[src/rtl/blksrch_pkg.sv]
package blksrch_pkg;

    typedef enum logic [2:0] {
        ST_IDLE   = 3'd0,
        ST_SPINUP = 3'd1,
        ST_SPDCHK = 3'd2,
        ST_SEARCH = 3'd3,
        ST_TURN   = 3'd4,
        ST_XFER   = 3'd5,
        ST_COAST  = 3'd6,
        ST_FAULT  = 3'd7
    } mot_state_e;

    typedef enum logic {
        DIR_FWD = 1'b0,
        DIR_REV = 1'b1
    } tape_dir_e;

    function automatic tape_dir_e flip_dir(input tape_dir_e d);
        return (d == DIR_FWD) ? DIR_REV : DIR_FWD;
    endfunction

endpackage

[src/rtl/blksrch_timer.sv]
// Down-counter shared by the up-to-speed and turnaround waits.
module blksrch_timer #(
    parameter int CW = 8
) (
    input  logic          clk,
    input  logic          rst_n,
    input  logic          load,
    input  logic [CW-1:0] load_val,
    output logic          zero
);

    logic [CW-1:0] cnt_q;

    always_ff @(posedge clk or negedge rst_n) begin
        if (!rst_n) begin
            cnt_q <= '0;
        end else if (load) begin
            cnt_q <= load_val;
        end else if (cnt_q != '0) begin
            cnt_q <= cnt_q - 1'b1;
        end
    end

    assign zero = (cnt_q == '0);

endmodule

[src/rtl/blksrch_cmp.sv]
// Relates an incoming block number to the target along the current motion.
module blksrch_cmp
    import blksrch_pkg::*;
#(
    parameter int BLK_W = 10
) (
    input  logic [BLK_W-1:0] blk,
    input  logic [BLK_W-1:0] tgt,
    input  tape_dir_e        dir_now,
    output logic             is_eq,
    output logic             is_before
);

    assign is_eq = (blk == tgt);

    always_comb begin
        if (dir_now == DIR_FWD) begin
            is_before = (blk < tgt);
        end else begin
            is_before = (blk > tgt);
        end
    end

endmodule

[src/rtl/blksrch_lim.sv]
// Counts compared blocks since the last command and flags the last allowed one.
module blksrch_lim #(
    parameter int MAX_BLK = 1024
) (
    input  logic clk,
    input  logic rst_n,
    input  logic clr,
    input  logic inc,
    output logic at_limit
);

    localparam int CNW = (MAX_BLK > 2) ? $clog2(MAX_BLK) : 1;
    localparam logic [CNW-1:0] LAST = CNW'(MAX_BLK - 1);

    logic [CNW-1:0] cnt_q;

    always_ff @(posedge clk or negedge rst_n) begin
        if (!rst_n) begin
            cnt_q <= '0;
        end else if (clr) begin
            cnt_q <= '0;
        end else if (inc && (cnt_q != LAST)) begin
            cnt_q <= cnt_q + 1'b1;
        end
    end

    assign at_limit = (cnt_q == LAST);

endmodule

[src/rtl/blksrch_drive.sv]
// Drive select decode, motion flip-flop and run/drag motor commands.
module blksrch_drive
    import blksrch_pkg::*;
#(
    parameter int N_DRIVES = 8,
    localparam int DRV_W = $clog2(N_DRIVES)
) (
    input  logic                clk,
    input  logic                rst_n,
    input  logic                sel_en,
    input  logic [DRV_W-1:0]    drv_idx,
    input  logic                go_req,
    input  tape_dir_e           dir_now,
    output logic [N_DRIVES-1:0] sel,
    output logic                run_fwd,
    output logic                drag_fwd,
    output logic                run_rev,
    output logic                drag_rev
);

    logic moving_q;
    logic motor_on;

    for (genvar i = 0; i < N_DRIVES; i++) begin : g_sel
        assign sel[i] = sel_en && (drv_idx == DRV_W'(i));
    end

    // Set only while selected with go asserted; held while go stays up.
    always_ff @(posedge clk or negedge rst_n) begin
        if (!rst_n) begin
            moving_q <= 1'b0;
        end else begin
            moving_q <= go_req && (moving_q || sel_en);
        end
    end

    assign motor_on = moving_q && go_req;
    assign run_fwd  = motor_on && (dir_now == DIR_FWD);
    assign drag_rev = motor_on && (dir_now == DIR_FWD);
    assign run_rev  = motor_on && (dir_now == DIR_REV);
    assign drag_fwd = motor_on && (dir_now == DIR_REV);

endmodule

[src/rtl/blksrch_ctrl.sv]
module blksrch_ctrl
    import blksrch_pkg::*;
#(
    parameter int N_DRIVES = 8,
    parameter int BLK_W    = 10,
    parameter int SPIN_CYC = 64,
    parameter int TURN_CYC = 32,
    parameter int MAX_BLK  = 1024,
    localparam int DRV_W   = $clog2(N_DRIVES)
) (
    input  logic                clk,
    input  logic                rst_n,
    input  logic                cmd_valid,
    input  logic [DRV_W-1:0]    cmd_drive,
    input  logic                cmd_dir,
    input  logic [BLK_W-1:0]    cmd_block,
    input  logic                cmd_stop,
    input  logic                cmd_desel,
    input  logic                speed_ok,
    input  logic                blk_valid,
    input  logic [BLK_W-1:0]    blk_num,
    output logic [N_DRIVES-1:0] sel_o,
    output logic                go_o,
    output logic                stop_o,
    output logic                fwd_o,
    output logic                rev_o,
    output logic                run_fwd_o,
    output logic                drag_fwd_o,
    output logic                run_rev_o,
    output logic                drag_rev_o,
    output logic                xfer_o,
    output logic                done_o,
    output logic                err_o
);

    localparam int MAXD = (SPIN_CYC > TURN_CYC) ? SPIN_CYC : TURN_CYC;
    localparam int TCW  = $clog2(MAXD + 1);
    localparam logic [TCW-1:0] SPIN_LD = TCW'(SPIN_CYC - 1);
    localparam logic [TCW-1:0] TURN_LD = TCW'(TURN_CYC - 1);

    mot_state_e        state_q, nxt;
    tape_dir_e         dir_q, dir_d;
    tape_dir_e         cdir_q;
    tape_dir_e         cmd_dir_e;
    logic [BLK_W-1:0]  tgt_q;
    logic [DRV_W-1:0]  drv_q;
    logic              done_q;

    logic              tmr_load;
    logic [TCW-1:0]    tmr_val;
    logic              tmr_zero;
    logic              cnt_clr;
    logic              cnt_inc;
    logic              at_limit;
    logic              is_eq;
    logic              is_before;
    logic              aligned;
    logic              active;
    logic              reselect;
    logic              sel_en;
    logic              go_req;

    assign cmd_dir_e = tape_dir_e'(cmd_dir);
    assign aligned   = (dir_q == cdir_q);
    assign active    = (state_q == ST_SPINUP) || (state_q == ST_SPDCHK) ||
                       (state_q == ST_SEARCH) || (state_q == ST_TURN)   ||
                       (state_q == ST_XFER);
    assign reselect  = (state_q == ST_COAST) && (cmd_drive == drv_q) &&
                       (cmd_dir_e == dir_q);

    blksrch_timer #(.CW(TCW)) u_tmr (
        .clk      (clk),
        .rst_n    (rst_n),
        .load     (tmr_load),
        .load_val (tmr_val),
        .zero     (tmr_zero)
    );

    blksrch_cmp #(.BLK_W(BLK_W)) u_cmp (
        .blk       (blk_num),
        .tgt       (tgt_q),
        .dir_now   (dir_q),
        .is_eq     (is_eq),
        .is_before (is_before)
    );

    blksrch_lim #(.MAX_BLK(MAX_BLK)) u_lim (
        .clk      (clk),
        .rst_n    (rst_n),
        .clr      (cnt_clr),
        .inc      (cnt_inc),
        .at_limit (at_limit)
    );

    // Next-state decision: stop, then command, then deselect, then per-state flow.
    always_comb begin
        nxt      = state_q;
        dir_d    = dir_q;
        tmr_load = 1'b0;
        tmr_val  = '0;
        cnt_clr  = 1'b0;
        cnt_inc  = 1'b0;
        if (cmd_stop) begin
            nxt = ST_IDLE;
        end else if (cmd_valid) begin
            cnt_clr = 1'b1;
            dir_d   = cmd_dir_e;
            if (reselect) begin
                nxt = ST_SEARCH;
            end else begin
                nxt      = ST_SPINUP;
                tmr_load = 1'b1;
                tmr_val  = SPIN_LD;
            end
        end else if (cmd_desel && active) begin
            nxt = ST_COAST;
        end else begin
            unique case (state_q)
                ST_IDLE, ST_XFER, ST_COAST, ST_FAULT: begin
                    nxt = state_q;
                end
                ST_SPINUP: begin
                    if (tmr_zero) nxt = ST_SPDCHK;
                end
                ST_SPDCHK: begin
                    if (speed_ok) nxt = ST_SEARCH;
                end
                ST_TURN: begin
                    if (tmr_zero) nxt = aligned ? ST_SPDCHK : ST_SEARCH;
                end
                ST_SEARCH: begin
                    if (blk_valid) begin
                        if (aligned && is_eq) begin
                            nxt = ST_XFER;
                        end else if (at_limit) begin
                            nxt = ST_FAULT;
                        end else if (is_before) begin
                            cnt_inc = 1'b1;
                        end else begin
                            cnt_inc  = 1'b1;
                            nxt      = ST_TURN;
                            dir_d    = flip_dir(dir_q);
                            tmr_load = 1'b1;
                            tmr_val  = TURN_LD;
                        end
                    end
                end
            endcase
        end
    end

    // State register and command capture.
    always_ff @(posedge clk or negedge rst_n) begin
        if (!rst_n) begin
            state_q <= ST_IDLE;
            dir_q   <= DIR_FWD;
            cdir_q  <= DIR_FWD;
            tgt_q   <= '0;
            drv_q   <= '0;
            done_q  <= 1'b0;
        end else begin
            state_q <= nxt;
            dir_q   <= dir_d;
            done_q  <= (nxt == ST_XFER) && (state_q != ST_XFER);
            if (cmd_valid && !cmd_stop) begin
                cdir_q <= cmd_dir_e;
                tgt_q  <= cmd_block;
                drv_q  <= cmd_drive;
            end
        end
    end

    // Outputs decoded from the state register.
    always_comb begin
        sel_en = 1'b0;
        go_req = 1'b0;
        xfer_o = 1'b0;
        err_o  = 1'b0;
        unique case (state_q)
            ST_IDLE: begin
            end
            ST_SPINUP, ST_SPDCHK, ST_SEARCH, ST_TURN: begin
                sel_en = 1'b1;
                go_req = 1'b1;
            end
            ST_XFER: begin
                sel_en = 1'b1;
                go_req = 1'b1;
                xfer_o = 1'b1;
            end
            ST_COAST: begin
                go_req = 1'b1;
            end
            ST_FAULT: begin
                err_o = 1'b1;
            end
        endcase
        go_o   = go_req;
        stop_o = !go_req;
        fwd_o  = go_req && (dir_q == DIR_FWD);
        rev_o  = go_req && (dir_q == DIR_REV);
        done_o = done_q;
    end

    blksrch_drive #(.N_DRIVES(N_DRIVES)) u_drv (
        .clk      (clk),
        .rst_n    (rst_n),
        .sel_en   (sel_en),
        .drv_idx  (drv_q),
        .go_req   (go_req),
        .dir_now  (dir_q),
        .sel      (sel_o),
        .run_fwd  (run_fwd_o),
        .drag_fwd (drag_fwd_o),
        .run_rev  (run_rev_o),
        .drag_rev (drag_rev_o)
    );

endmodule

[config.mk]
export PLATFORM = sky130hd
export DESIGN_NAME = blksrch_ctrl
export DESIGN_NICKNAME = d
export VERILOG_FILES = /design/src/rtl/blksrch_pkg.sv /design/src/rtl/blksrch_timer.sv /design/src/rtl/blksrch_cmp.sv /design/src/rtl/blksrch_lim.sv /design/src/rtl/blksrch_drive.sv /design/src/rtl/blksrch_ctrl.sv
export SDC_FILE = /design/constraint.sdc
export NUM_CORES = 1
export LEC_CHECK = 0
export CAP_MARGIN = 20
export CORE_UTILIZATION = 40
export CTS_BUF_LIST = sky130_fd_sc_hd__clkbuf_4 sky130_fd_sc_hd__clkbuf_8 sky130_fd_sc_hd__clkbuf_16
export DETAILED_ROUTE_END_ITERATION = 7
export GPL_TIMING_DRIVEN = 0
export SLEW_MARGIN = 10
export SYNTH_ARGS = -nofsm -noshare
export SYNTH_HDL_FRONTEND = slang
export SYNTH_HIERARCHICAL = 1
export SYNTH_SLANG_ARGS = --single-unit
[constraint.sdc]
create_clock -name clk -period 6.3 [get_ports clk]
set_clock_uncertainty 0.2 [all_clocks]
set_input_delay 1.575 -clock clk [delete_from_list [all_inputs] [get_ports clk]]
set_output_delay 1.575 -clock clk [all_outputs]
set_load 0.02 [all_outputs]
==> impl_metrics.env <==
export IMPL_rows=28
export IMPL_cts_sinks=37
export IMPL_stdcell_count=418
export IMPL_grt_pass1_vias=2135
export IMPL_fmax_mhz=204.8
export IMPL_dp_cells=411
export IMPL_cts_buffers=5
export IMPL_yosysUniqueCellTypes=69
export IMPL_synth_compound_area_share_pct=15.00
export IMPL_synthMuxAreaShare_pct=2.402
export IMPL_p_sw_mw=0.2513
export IMPL_synth_edf_count=0
export IMPL_grt_start_max_net_pins=22
export IMPL_hold_violations=0
export IMPL_htreeDepth=2
export IMPL_cts_tree="yes"
export IMPL_worst_slew_pin_slew_ns=0.6783
export IMPL_fin_total_pwr_mw=0.7443
export IMPL_overflow=0
export IMPL_port_buffers=49
export IMPL_max_cap_violations=0
export IMPL_finalCritPeriodShare_pct=77.52
export IMPL_synth_area_leaders="dfrtp_1 (36%), nand2_1 (8.5%), ha_1 (6.4%), inv_1 (3.1%), a21oi_1 (2.7%)"
export IMPL_ys_async_sr_fraction_pct=100.0
export IMPL_clkPwrFrac_pct=23.2
export IMPL_setup_viol_count_final=0
export IMPL_slew_violations=0
export IMPL_worstPathRequired_ns=6.31
export IMPL_synth_area_um2=2552
export IMPL_dr_pass1_iters=4
export IMPL_synth_xor_area_share_pct=3.382
export IMPL_dp_hpwl_um=4286
export IMPL_yosys_area_share_adder_pct=6.373
export IMPL_drc=0
export IMPL_seqPwrFrac_pct=41.7
export IMPL_synth_top_family_by_area="simple AND/OR/NAND/NOR gates"
export IMPL_seq_area_frac_synth_pct=36.27
export IMPL_ant_nets=0
export IMPL_cp_buffers_inverters=2
export IMPL_synth_seq_cells=37
export IMPL_die_x_um=81.88
export IMPL_finalSetupTns_ns=0
export IMPL_fin_ws_ns=1.416
export IMPL_num_vias=2205
export IMPL_diodes=0
export IMPL_worstSetupPathType="input pin to flop"
export IMPL_antenna_found_initial=0
export IMPL_critical_path_top_delay_family="simple AND/OR/NAND/NOR gates"
export IMPL_rsz0062_at_grt="false"
export IMPL_postCtsSetupRepairBufs=0
export IMPL_relSlewSlack_pct=54.61
export IMPL_die_h_um=81.88
export IMPL_synthToLayoutAreaGrowth_pct=27.30
export IMPL_clkSlewWorstSetupHoldPaths_ns=0.07
export IMPL_syn_avg_cell_area_um2=8.925
export IMPL_fin_crit_ns=4.884
export IMPL_gp_congestion=0.7987
export IMPL_cts_resized=0
export IMPL_max_vdd_ir_drop_mv=0.1149
export IMPL_ys_flop_type="dfrtp_1"
export IMPL_root_buffer="clkbuf_8"
export IMPL_power_frac_comb_pct=35.2
export IMPL_crit_path_end_kind="flop"
export IMPL_power_density_nw_per_um2=229.1
export IMPL_post_route_util_pct=53.92
export IMPL_track_usage_pct=19.29
export IMPL_grt_pass1_wl_um=9867
export IMPL_floorplan_initialDensity_pct=42.36
export IMPL_crit_arrival_ns=4.90
export IMPL_synth_simple_gate_area_share_pct=30.49
export IMPL_place_worst_setup_slack_ns=1.110
export IMPL_status="finished, final reports clean"
export IMPL_clk_path_buf_depth=2
export IMPL_drive_gt1_share_pct=12.24
export IMPL_drtIter0Drc=67
export IMPL_crit_chain="clkdlybuf4s50_1 > ha_1 > nand4_2 > nor3_1 > nand2b_1 > mux2i_1 > nor3b_4 > and3_2 > mux2i_1 > nor2_1 > clkbuf_1 > a41oi_1 > a21oi_1"
export IMPL_p_sw_share_pct=33.76
export IMPL_syn_num_nets=330
export IMPL_clk_latency_ns=0.28
export IMPL_cpMostUsedCell="mux2i_1"
export IMPL_io_pins=50
export IMPL_fin_hold_ws_ns=0.2732
export IMPL_synth_area_leader_cell="dfrtp_1"
export IMPL_syn_inst=286
export IMPL_routed_wl_um=5665
export IMPL_internal_power_mw=0.4930
export IMPL_slowest_stage="nor2_1"
export IMPL_cpPeakStageDelay_ns=0.52
export IMPL_power_leakage_nw=1.449
export IMPL_dpl_cell_area_um2=3159
export IMPL_cts_hold_buf=0
export IMPL_core_area_um2=6026
export IMPL_avgRoutedWirePerCell_um=13.55
export IMPL_route_detailed_vias_per_inst=5.275
export IMPL_ys_warnings_count=6
export IMPL_synth_most_common_cell="nand2_1"
export IMPL_yosysTopAreaCellShare_pct=36.27
export IMPL_hold_path_class="flop to flop"
export IMPL_start_kind="input pin"
export IMPL_synthTopCellsByCount="nand2_1 (58), dfrtp_1 (37), inv_1 (21), nor2_1 (18), a21oi_1 (14)"
export IMPL_path_max_fanout=10
export IMPL_dieArea_um2=6704
export IMPL_fin_nets=387
export IMPL_final_area_um2=3249
## registers in the layout, indices dropped and copies added, names as in the netlist
name / cells
tgt_q: 10
cdir_q: 1
done_o: 1
drv_q: 3
u_lim/cnt_q: 10
u_drv/moving_q: 1
state_q: 3
dir_q: 1
u_tmr/cnt_q: 7
## metal layers
layer  up-vias  track usage [%]  part of all wire [%]
met4         0            4.912                  0.78
met2        46            31.40                    47
met3         4            5.000                   4.4
li1       1128                -                     -
met1      1027            25.29                    48
met5         -                0                     0
## cells by family after synthesis
| kind of cell | count (synthesis) |
|---|---|
| adders and majority gates | 13 |
| DFF | 37 |
| AOI/OAI and AO/OA | 52 |
| other | 1 |
| muxes | 6 |
| and+or+nand+nor | 137 |
| xor gates and xnor gates | 9 |
| buffers and inverters | 31 |
## worst min-delay path: cells and delay by family (launching register included)
family           cells  cell delay (ns)
DFF                  1             0.34
and+or+nand+nor      2             0.10
## power by group through the flow
stage | Combinational, mW | Sequential [mW] | Clock, mW
finish | 0.262 | 0.310 | 0.172
global route | 0.291 | 0.317 | 0.190
CTS | 0.263 | 0.310 | 0.179
detailed placement | 0.262 | 0.315 | 0
global placement | 0.257 | 0.313 | 0
floorplan | 0.183 | 0.306 | 0
## final cells by class
class | count | area [µm²]
Buffer | 10 | 72.57
Sequential cell | 37 | 925.9
Inverter | 21 | 78.83
Tap cell | 75 | 93.84
Timing Repair Buffer | 50 | 513.0
Fill cell | 571 | 2776
Multi-Input combinational cell | 218 | 1475
Clock buffer | 7 | 90.09
## path summary, 6_finish.rpt
kind / from / endpoint / depth (start not counted) / slack, ns
min in group asynchronous: rst_n / tgt_q[1]$_DFFE_PN0P_ / 1 / 1.02
max in group asynchronous: rst_n / tgt_q[4]$_DFFE_PN0P_ / 2 / 4.41
worst min-delay path: tgt_q[4]$_DFFE_PN0P_ / tgt_q[4]$_DFFE_PN0P_ / 2 / 0.27
worst min register to register: tgt_q[4]$_DFFE_PN0P_ / tgt_q[4]$_DFFE_PN0P_ / 2 / 0.27
worst max register to register: tgt_q[9]$_DFFE_PN0P_ / u_tmr/cnt_q[5]$_DFFE_PN0P_ / 13 / 2.77
worst max-delay path: blk_num[9] / u_tmr/cnt_q[5]$_DFFE_PN0P_ / 13 / 1.42
## cell usage in the layout, fill, tap and decap left out, types with 3 or more instances in the layout
master	n
nand2_1	58
clkdlybuf4s50_1	48
dfrtp_1	37
inv_1	21
nor2_1	18
a21oi_1	14
ha_1	13
nor3_1	7
clkbuf_8	6
o21ai_0	6
xor2_1	5
nand3_1	5
nand2b_1	5
nor2b_1	5
mux2i_1	5
o31ai_1	5
or4_1	4
buf_4	3
buf_6	3
xnor2_1	3
a31oi_1	3
a21oi_2	3
and3_1	3
nand4_1	3
Note: power is estimated with default switching activity, not from simulation.
